==> src/rtl/ocp_pkg.sv <==
package ocp_pkg;

    typedef enum logic [1:0] {
        ST_NORMAL  = 2'd0,
        ST_SKIP    = 2'd1,
        ST_WATCH   = 2'd2,
        ST_TRIPPED = 2'd3
    } ocp_state_e;

endpackage

==> src/rtl/ocp_cycle_counter.sv <==
module ocp_cycle_counter #(
    parameter int CNT_W   = 5,
    parameter int CNT_MAX = 16
) (
    input  logic             clk,
    input  logic             rst_n,
    input  logic             clr,
    input  logic             inc,
    output logic [CNT_W-1:0] count
);

    localparam logic [CNT_W-1:0] TOP = CNT_W'(CNT_MAX);

    always_ff @(posedge clk or negedge rst_n) begin
        if (!rst_n) begin
            count <= '0;
        end else if (clr) begin
            count <= '0;
        end else if (inc && (count != TOP)) begin
            count <= count + 1'b1;
        end
    end


    cnt_no_overflow_chk: assert property (@(posedge clk) disable iff (!rst_n)
        count <= TOP);

endmodule

==> src/rtl/ocp_seq_fsm.sv <==
module ocp_seq_fsm
    import ocp_pkg::*;
#(
    parameter int SKIP_CYCLES  = 8,
    parameter int WATCH_CYCLES = 8,
    parameter int CNT_W        = 5
) (
    input  logic             clk,
    input  logic             rst_n,
    input  logic             en,
    input  logic             cyc_strobe,
    input  logic             ilim_hit,
    input  logic [CNT_W-1:0] count,
    output logic             cnt_clr,
    output logic             cnt_inc,
    output ocp_state_e       state
);

    localparam logic [CNT_W-1:0] SKIP_END = CNT_W'(SKIP_CYCLES);
    localparam logic [CNT_W-1:0] WIN_END  = CNT_W'(SKIP_CYCLES + WATCH_CYCLES);

    ocp_state_e nxt;

    always_ff @(posedge clk or negedge rst_n) begin
        if (!rst_n) begin
            state <= ST_NORMAL;
        end else begin
            state <= nxt;
        end
    end

    always_comb begin
        nxt     = state;
        cnt_clr = 1'b0;
        cnt_inc = 1'b0;
        if (!en) begin
            nxt     = ST_NORMAL;
            cnt_clr = 1'b1;
        end else begin
            unique case (state)
                ST_NORMAL: begin
                    if (cyc_strobe && ilim_hit) begin
                        nxt     = ST_SKIP;
                        cnt_clr = 1'b1;
                    end
                end
                ST_SKIP: begin
                    if (cyc_strobe) begin
                        if (count == SKIP_END) begin
                            if (ilim_hit) begin
                                nxt = ST_TRIPPED;
                            end else begin
                                nxt     = ST_WATCH;
                                cnt_inc = 1'b1;
                            end
                        end else begin
                            cnt_inc = 1'b1;
                        end
                    end
                end
                ST_WATCH: begin
                    if (cyc_strobe) begin
                        if (count == WIN_END) begin
                            cnt_clr = 1'b1;
                            nxt     = ilim_hit ? ST_SKIP : ST_NORMAL;
                        end else if (ilim_hit) begin
                            nxt = ST_TRIPPED;
                        end else begin
                            cnt_inc = 1'b1;
                        end
                    end
                end
                ST_TRIPPED: begin
                    nxt = ST_TRIPPED;
                end
                default: begin
                    nxt = ST_NORMAL;
                end
            endcase
        end
    end


    detect_enter_skip_chk: assert property (@(posedge clk) disable iff (!rst_n)
        (en && cyc_strobe && ilim_hit && state == ST_NORMAL) |=> (state == ST_SKIP));


    skip_count_bound_chk: assert property (@(posedge clk) disable iff (!rst_n)
        (state == ST_SKIP) |-> (count <= SKIP_END));


    watch_count_range_chk: assert property (@(posedge clk) disable iff (!rst_n)
        (state == ST_WATCH) |-> ((count > SKIP_END) && (count <= WIN_END)));


    trip_cause_chk: assert property (@(posedge clk) disable iff (!rst_n)
        $rose(state == ST_TRIPPED) |-> $past(cyc_strobe && ilim_hit && en));


    trip_hold_chk: assert property (@(posedge clk) disable iff (!rst_n)
        (state == ST_TRIPPED && en) |=> (state == ST_TRIPPED));


    disable_clear_chk: assert property (@(posedge clk) disable iff (!rst_n)
        !en |=> (state == ST_NORMAL));


    no_strobe_idle_chk: assert property (@(posedge clk) disable iff (!rst_n)
        (state == ST_NORMAL && en && !cyc_strobe) |=> (state == ST_NORMAL));

endmodule

==> src/rtl/ocp_out_decode.sv <==
module ocp_out_decode
    import ocp_pkg::*;
(
    input  ocp_state_e state,
    output logic       hs_inhibit,
    output logic       oc_latched,
    output logic       pg_low_req
);

    always_comb begin
        hs_inhibit = 1'b0;
        oc_latched = 1'b0;
        pg_low_req = 1'b0;
        unique case (state)
            ST_NORMAL:  ;
            ST_SKIP:    hs_inhibit = 1'b1;
            ST_WATCH:   ;
            ST_TRIPPED: begin
                hs_inhibit = 1'b1;
                oc_latched = 1'b1;
                pg_low_req = 1'b1;
            end
            default:    ;
        endcase
    end

endmodule

==> src/rtl/ocp_skip_seq.sv <==
module ocp_skip_seq
    import ocp_pkg::*;
#(
    parameter int SKIP_CYCLES  = 8,
    parameter int WATCH_CYCLES = 8
) (
    input  logic clk,
    input  logic rst_n,
    input  logic en,
    input  logic cyc_strobe,
    input  logic ilim_hit,
    output logic hs_inhibit,
    output logic oc_latched,
    output logic pg_low_req
);

    localparam int CNT_MAX = SKIP_CYCLES + WATCH_CYCLES;
    localparam int CNT_W   = $clog2(CNT_MAX + 1);

    logic [CNT_W-1:0] count;
    logic             cnt_clr;
    logic             cnt_inc;
    ocp_state_e       state;

    ocp_cycle_counter #(
        .CNT_W   (CNT_W),
        .CNT_MAX (CNT_MAX)
    ) u_counter (
        .clk   (clk),
        .rst_n (rst_n),
        .clr   (cnt_clr),
        .inc   (cnt_inc),
        .count (count)
    );

    ocp_seq_fsm #(
        .SKIP_CYCLES  (SKIP_CYCLES),
        .WATCH_CYCLES (WATCH_CYCLES),
        .CNT_W        (CNT_W)
    ) u_fsm (
        .clk        (clk),
        .rst_n      (rst_n),
        .en         (en),
        .cyc_strobe (cyc_strobe),
        .ilim_hit   (ilim_hit),
        .count      (count),
        .cnt_clr    (cnt_clr),
        .cnt_inc    (cnt_inc),
        .state      (state)
    );

    ocp_out_decode u_decode (
        .state      (state),
        .hs_inhibit (hs_inhibit),
        .oc_latched (oc_latched),
        .pg_low_req (pg_low_req)
    );


    latch_clear_on_disable_chk: assert property (@(posedge clk) disable iff (!rst_n)
        (oc_latched && !en) |=> !oc_latched);

endmodule

==> config.mk <==
export PLATFORM = sky130hd
export DESIGN_NAME = ocp_skip_seq
export DESIGN_NICKNAME = d
export VERILOG_FILES = /design/src/rtl/ocp_pkg.sv /design/src/rtl/ocp_cycle_counter.sv /design/src/rtl/ocp_seq_fsm.sv /design/src/rtl/ocp_out_decode.sv /design/src/rtl/ocp_skip_seq.sv
export SDC_FILE = /design/constraint.sdc
export NUM_CORES = 1
export LEC_CHECK = 0
export ABC_CLOCK_PERIOD_IN_PS = 4700
export CORE_AREA = 2 2 39 41
export DETAILED_ROUTE_END_ITERATION = 12
export DIE_AREA = 0 0 41 43
export GPL_ROUTABILITY_DRIVEN = 0
export PLACE_DENSITY = 0.66
export SETUP_SLACK_MARGIN = 0.4
export SKIP_CTS_REPAIR_TIMING = 1
export SLEW_MARGIN = 10
export SYNTH_ARGS = -nofsm -noshare
export SYNTH_HDL_FRONTEND = slang
export SYNTH_SLANG_ARGS = --single-unit
==> constraint.sdc <==
create_clock -name clk -period 4.7 [get_ports clk]
set_input_delay 0.705 -clock clk [delete_from_list [all_inputs] [get_ports clk]]
set_output_delay 0.705 -clock clk [all_outputs]
set_load 0.02 [all_outputs]
==> results.cfg, run 1 <==
[logic_synthesis]
synth-main-ff-cell = dfrtp_1
seq_area_frac_synth_pct = 31.04
syn_area_per_cell_um2 = 9.405
synth_commonest_cells = inv_1, dfrtp_1, nor2_1
yosys.area.top_type_share_pct = 31.04
syn-instance-count = 60
syn_area_um2 = 564.3
synth_largest_area_cell = dfrtp_1
yosysMostFrequentCell = inv_1
yosys.cell_types.count = 28
ys.warnings.count = 0
ys_ff_latch = 7
async_reset_ff_share_pct = 100.0
synthTopCellsByArea = dfrtp_1, ha_1, inv_1
synth_nets = 71
synth_edf_count = 0

[status]
status = finished, final reports clean

[die]
rows = 14
die-area_um2 = 1763
fp.dieW_um = 41
initial_core_util_pct = 40.78
io_pins = 8
die_height_um = 43
coreArea_um2 = 1384

[power_and_ir_drop]
internal_power_mw = 0.1365
clkPwrFrac_pct = 26.6
netSwitchingFraction_pct = 34.08
pwr-share-comb_pct = 38.5
pwr_density_cell_nw_per_um2 = 307.6
leakage_nw = 0.2803
irDropWorstVdd_v = 0.0001513
total_power_mw = 0.2071
p_sw_mw = 0.07058
pwr-share-seq_pct = 34.9

[timing]
fin_setup_tns_ns = 0
relSlewSlack_pct = 58.68
hold_viol = 0
clock_skew_ns = 0.003255
max_slew.worst_pin.slew_ns = 0.6171
min_period_over_period_pct = 52.78
slew_viol_final = 0
setup_viol = 0
period_needed_ns = 2.480
fmax_mhz = 403.2
rsz0062_at_grt = no

[worst_setup_path]
r2r_end = u_counter.count[4]
regToRegStartpoint = u_counter.count[0]
startpoint_type = register
setup.worst_path.end = hs_inhibit
reg2reg_slack_ns = 2.70
worst-path-buf-inv = 2
cp_slowest_cell = clkdlybuf4s50_1
crit_path_end_kind = output port
crit_fanout = 5
required_ns = 3.99
crit_cells = 4
max_stage_delay_ns = 0.54
critical_path_class = register to output port
critPathLaunch = u_fsm.state[1]
rr_worst_depth = 6
crit_family = buffers and inverters
cp.arrival_ns = 1.78
path_cells = inv_1 > ha_1 > or2_2 > clkdlybuf4s50_1

[placed_design]
dp_hpwl_um = 725.3
numPortBuffers = 7
place_inst = 82

[detailed_routing]
drcViolationCount = 0
ant_nets = 0
dr.pass1.iters = 4
routedWlPerCell_um = 11.05
vias_per_cell = 5.221
vias = 449
wl_um = 950
drt_iter0_drc = 8

[clock_tree]
clk_pin_slew_ns = 0.05
tritoncts = done
cts_max_level = 1
cts-root-buf = clkbuf_4
clk_latency_ns = 0.26
numCtsBuffers = 3
cts_buffer_depth = 2
clock-sinks = 7

[global_route]
grt_pass1_wl_um = 1718
grt_usage_pct = 15.03
grt_max_degree = 9
antenna_found_initial = 0
overflow = 0
grt_pass1_vias = 442

[finish]
diodes = 0
nets = 82
fin_cells = 86
syn2layout_area_growth_pct = 19.29
layout-drive-gt1-share_pct = 12.86

[min_path]
hp-start = u_fsm.state[1]
hold_class = register to register

[job]
maxCapViolCount = 0
## metal layers
metal  wire (um)  global-route usage [%]
met1         435                   17.67
met5           0                       0
met2         425                   21.25
met4          42                   12.00
met3          45                   4.712
## cells in the final DEF, fill, tap and decap left out
master           n
inv_1            9
nor2_1           7
clkdlybuf4s50_1  7
dfrtp_1          7
ha_1             6
nand2_1          5
clkbuf_4         3
o21ai_0          2
nand4_1          2
mux2_1           2
or2_2            1
nand4bb_1        1
nand3_1          1
o211ai_1         1
and4bb_4         1
and2_1           1
and4bb_2         1
a2111oi_4        1
xnor2_1          1
nor3_1           1
nand2b_1         1
o221a_2          1
and3b_1          1
o32ai_1          1
nor2b_1          1
a221oi_1         1
a211oi_1         1
a31o_2           1
mux2i_1          1
clkbuf_1         1
## power by group through the flow
stage | registers [mW] | clock network (mW) | logic, mW
floorplan | 0.0717 | 0 | 0.0588
global placement | 0.0728 | 0 | 0.0800
detailed placement | 0.0732 | 0 | 0.0799
CTS | 0.0721 | 0.0563 | 0.0805
global route | 0.0732 | 0.0594 | 0.0901
finish | 0.0722 | 0.0551 | 0.0798
## flip-flops by register name (all words and copies together), names as in the netlist
signal           count
u_counter.count      5
u_fsm.state          2
## worst register-to-register path: cells and delay by family (launching register included)
| family | cells | cell delay [ns] |
|---|---|---|
| AND/OR/NAND/NOR | 2 | 0.38 |
| flip-flops | 1 | 0.40 |
| buffers and inverters | 1 | 0.06 |
| multiplexers | 1 | 0.33 |
| adder cells (fa/ha/maj) | 1 | 0.22 |
| AO/OA/AOI/OAI | 1 | 0.51 |
## worst min-delay path by stage
stage                          to  slack (ns)  depth (start not counted)
2_1_floorplan  u_counter.count[0]        0.41                          0
3_3_place_gp       u_fsm.state[1]        0.56                          1
3_5_place_dp       u_fsm.state[1]        0.57                          1
4_1_cts            u_fsm.state[1]        0.57                          1
5_1_grt            u_fsm.state[1]        0.59                          1
6_report           u_fsm.state[1]        0.57                          1
## cell type report
| class | count | area, um2 |
|---|---|---|
| Timing Repair Buffer | 7 | 70.07 |
| Multi-Input combinational cell | 43 | 347.8 |
| Tap cell | 16 | 20.02 |
| Sequential cell | 7 | 175.2 |
| Inverter | 9 | 33.78 |
| Clock buffer | 4 | 26.28 |
| Fill cell | 125 | 710.7 |
## stage by stage
step	util, %	instance area [um2]	setup WS, ns	hold WS, ns
after CTS	48.64	673.1	2.211	0.5742
after detailed placement	46.75	646.9	2.180	0.5674
final	48.64	673.1	2.220	0.5700
after global placement	46.75	646.9	2.173	0.5620
after floorplan	-	564.3	2.804	0.4094
after global routing	48.64	673.1	2.150	0.5898
## kinds of logic (layout without fill, tap and decap cells)
| kind of cell | count (synthesis) | count (layout) | share of synthesized area (%) |
|---|---|---|---|
| and+or+nand+nor | 24 | 24 | 25.06 |
| muxes | 3 | 3 | 5.765 |
| buffers and inverters | 10 | 20 | 7.317 |
| adders and majority gates | 6 | 6 | 13.30 |
| DFF | 7 | 7 | 31.04 |
| xor gates and xnor gates | 1 | 1 | 1.552 |
| AOI/OAI and AO/OA | 9 | 9 | 15.97 |
No activity file was read; power rests on OpenSTA's default activity.
==> run 2, diff against run 1 <==
- ABC_CLOCK_PERIOD_IN_PS: 4700 -> 2400
- clock period: 4.7 -> 2.4 ns (I/O delays scaled with it)
==> results.cfg, run 2 (same netlist as run 1, synthesis figures left out) <==
[clock_tree]
cts-root-buf = clkbuf_4
cts_max_level = 1
tritoncts = done
cts_buffer_depth = 2
clock-sinks = 7
numCtsBuffers = 3
clk_pin_slew_ns = 0.05
clk_latency_ns = 0.25

[power_and_ir_drop]
pwr_density_cell_nw_per_um2 = 583.6
total_power_mw = 0.4075
leakage_nw = 0.3100
irDropWorstVdd_v = 0.0003056

[detailed_routing]
vias = 453
drcViolationCount = 0
vias_per_cell = 5.090
routedWlPerCell_um = 11.08
ant_nets = 0
drt_iter0_drc = 5
dr.pass1.iters = 4
wl_um = 986

[worst_setup_path]
crit_fanout = 4
r2r_end = u_counter.count[2]
critical_path_class = register to register
required_ns = 2.53
reg2reg_slack_ns = 0.52
regToRegStartpoint = u_counter.count[0]
startpoint_type = register
crit_path_end_kind = register
cp.arrival_ns = 2.01
rr_worst_depth = 7

[placed_design]
dp_hpwl_um = 787.2
place_inst = 85
dpl_cell_area_um2 = 669.4
numPortBuffers = 7
place_worst_setup_slack_ns = 0.4426

[die]
coreArea_um2 = 1384
die-area_um2 = 1763
rows = 14
initial_core_util_pct = 40.78
io_pins = 8
die_height_um = 43
fp.dieW_um = 41

[timing]
max_slew.worst_pin.slew_ns = 0.3156
worst_slack_ns = 0.5220
clock_skew_ns = 0.003529
min_period_over_period_pct = 78.25
hold_viol = 0
period_needed_ns = 1.878
rsz0062_at_grt = no
fmax_mhz = 532.5
relSlewSlack_pct = 78.89
fin_setup_tns_ns = 0
slew_viol_final = 0
fin_hold_ws_ns = 0.3703
setup_viol = 0

[finish]
reg.largest.list = u_counter.count: 5 flops, u_fsm.state: 2 flops
fin_cells = 89
mostFrequentLayoutCell = inv_1
nets = 85
largest_register_ffs = 5
fin_area_um2 = 698.2
layout-drive-gt1-share_pct = 16.44
layout_common_cells = inv_1, nor2_1, dfrtp_1, ha_1, clkdlybuf4s50_1
syn2layout_area_growth_pct = 23.73
finish.utilization_pct = 50.45
largest_register = u_counter.count
diodes = 0

[global_route]
grt_max_degree = 9
grt_pass1_vias = 419
antenna_found_initial = 0
grt_pass1_wl_um = 1738
grt_usage_pct = 15.03
overflow = 0

[status]
status = finished, final reports clean

[min_path]
hold_class = input port to asynchronous set/reset pin

[job]
maxCapViolCount = 0
run 2: cell types whose count changed in the layout (fill, tap and decap cells not counted), sizes merged:
cell | before | now
dlymetal6s2s | 0 | 1
buf | 0 | 3
clkdlybuf4s50 | 7 | 6
run 2: layout make-up:
class                   count  area, um2
fillers                   135      685.7
clock buffers               4      26.28
well taps                  16      20.02
multi-input cells          43      347.8
inverters                   9      33.78
flip-flops and latches      7      175.2
repair buffers             10      95.09
run 2: worst max path at each step:
stage,to,depth (start not counted),slack (ns),from
after global placement,u_counter.count[4],5,0.46,cyc_strobe
after global routing,u_counter.count[3],6,0.40,u_counter.count[0]
after detailed placement,u_counter.count[4],5,0.44,cyc_strobe
after floorplan,u_counter.count[3],6,0.50,u_counter.count[0]
after CTS,hs_inhibit,4,0.27,u_fsm.state[1]
final,u_counter.count[2],7,0.52,u_counter.count[0]
run 2: per-layer routing:
layer / vias up / wire, um / track usage [%]
li1: 236 / - / -
met1: 206 / 470 / 19.67
met2: 7 / 448 / 20.31
met3: 4 / 30 / 3.141
met4: 0 / 36 / 12.00
met5: - / 0 / 0
run 2: power breakdown:
group | switching, mW | internal (mW)
Combinational | 0.0828 | 0.0811
Clock | 0.0394 | 0.0632
Sequential | 0.0121 | 0.129
Total | 0.134 | 0.273
run 2: critical path, cell delays in order, from the launching register on:
cell and delay (ns):
dfrtp_1 0.40, inv_1 0.06, ha_1 0.22, and4bb_4 0.22, a2111oi_4 0.38, buf_4 0.20, a211oi_1 0.07, a31o_2 0.21
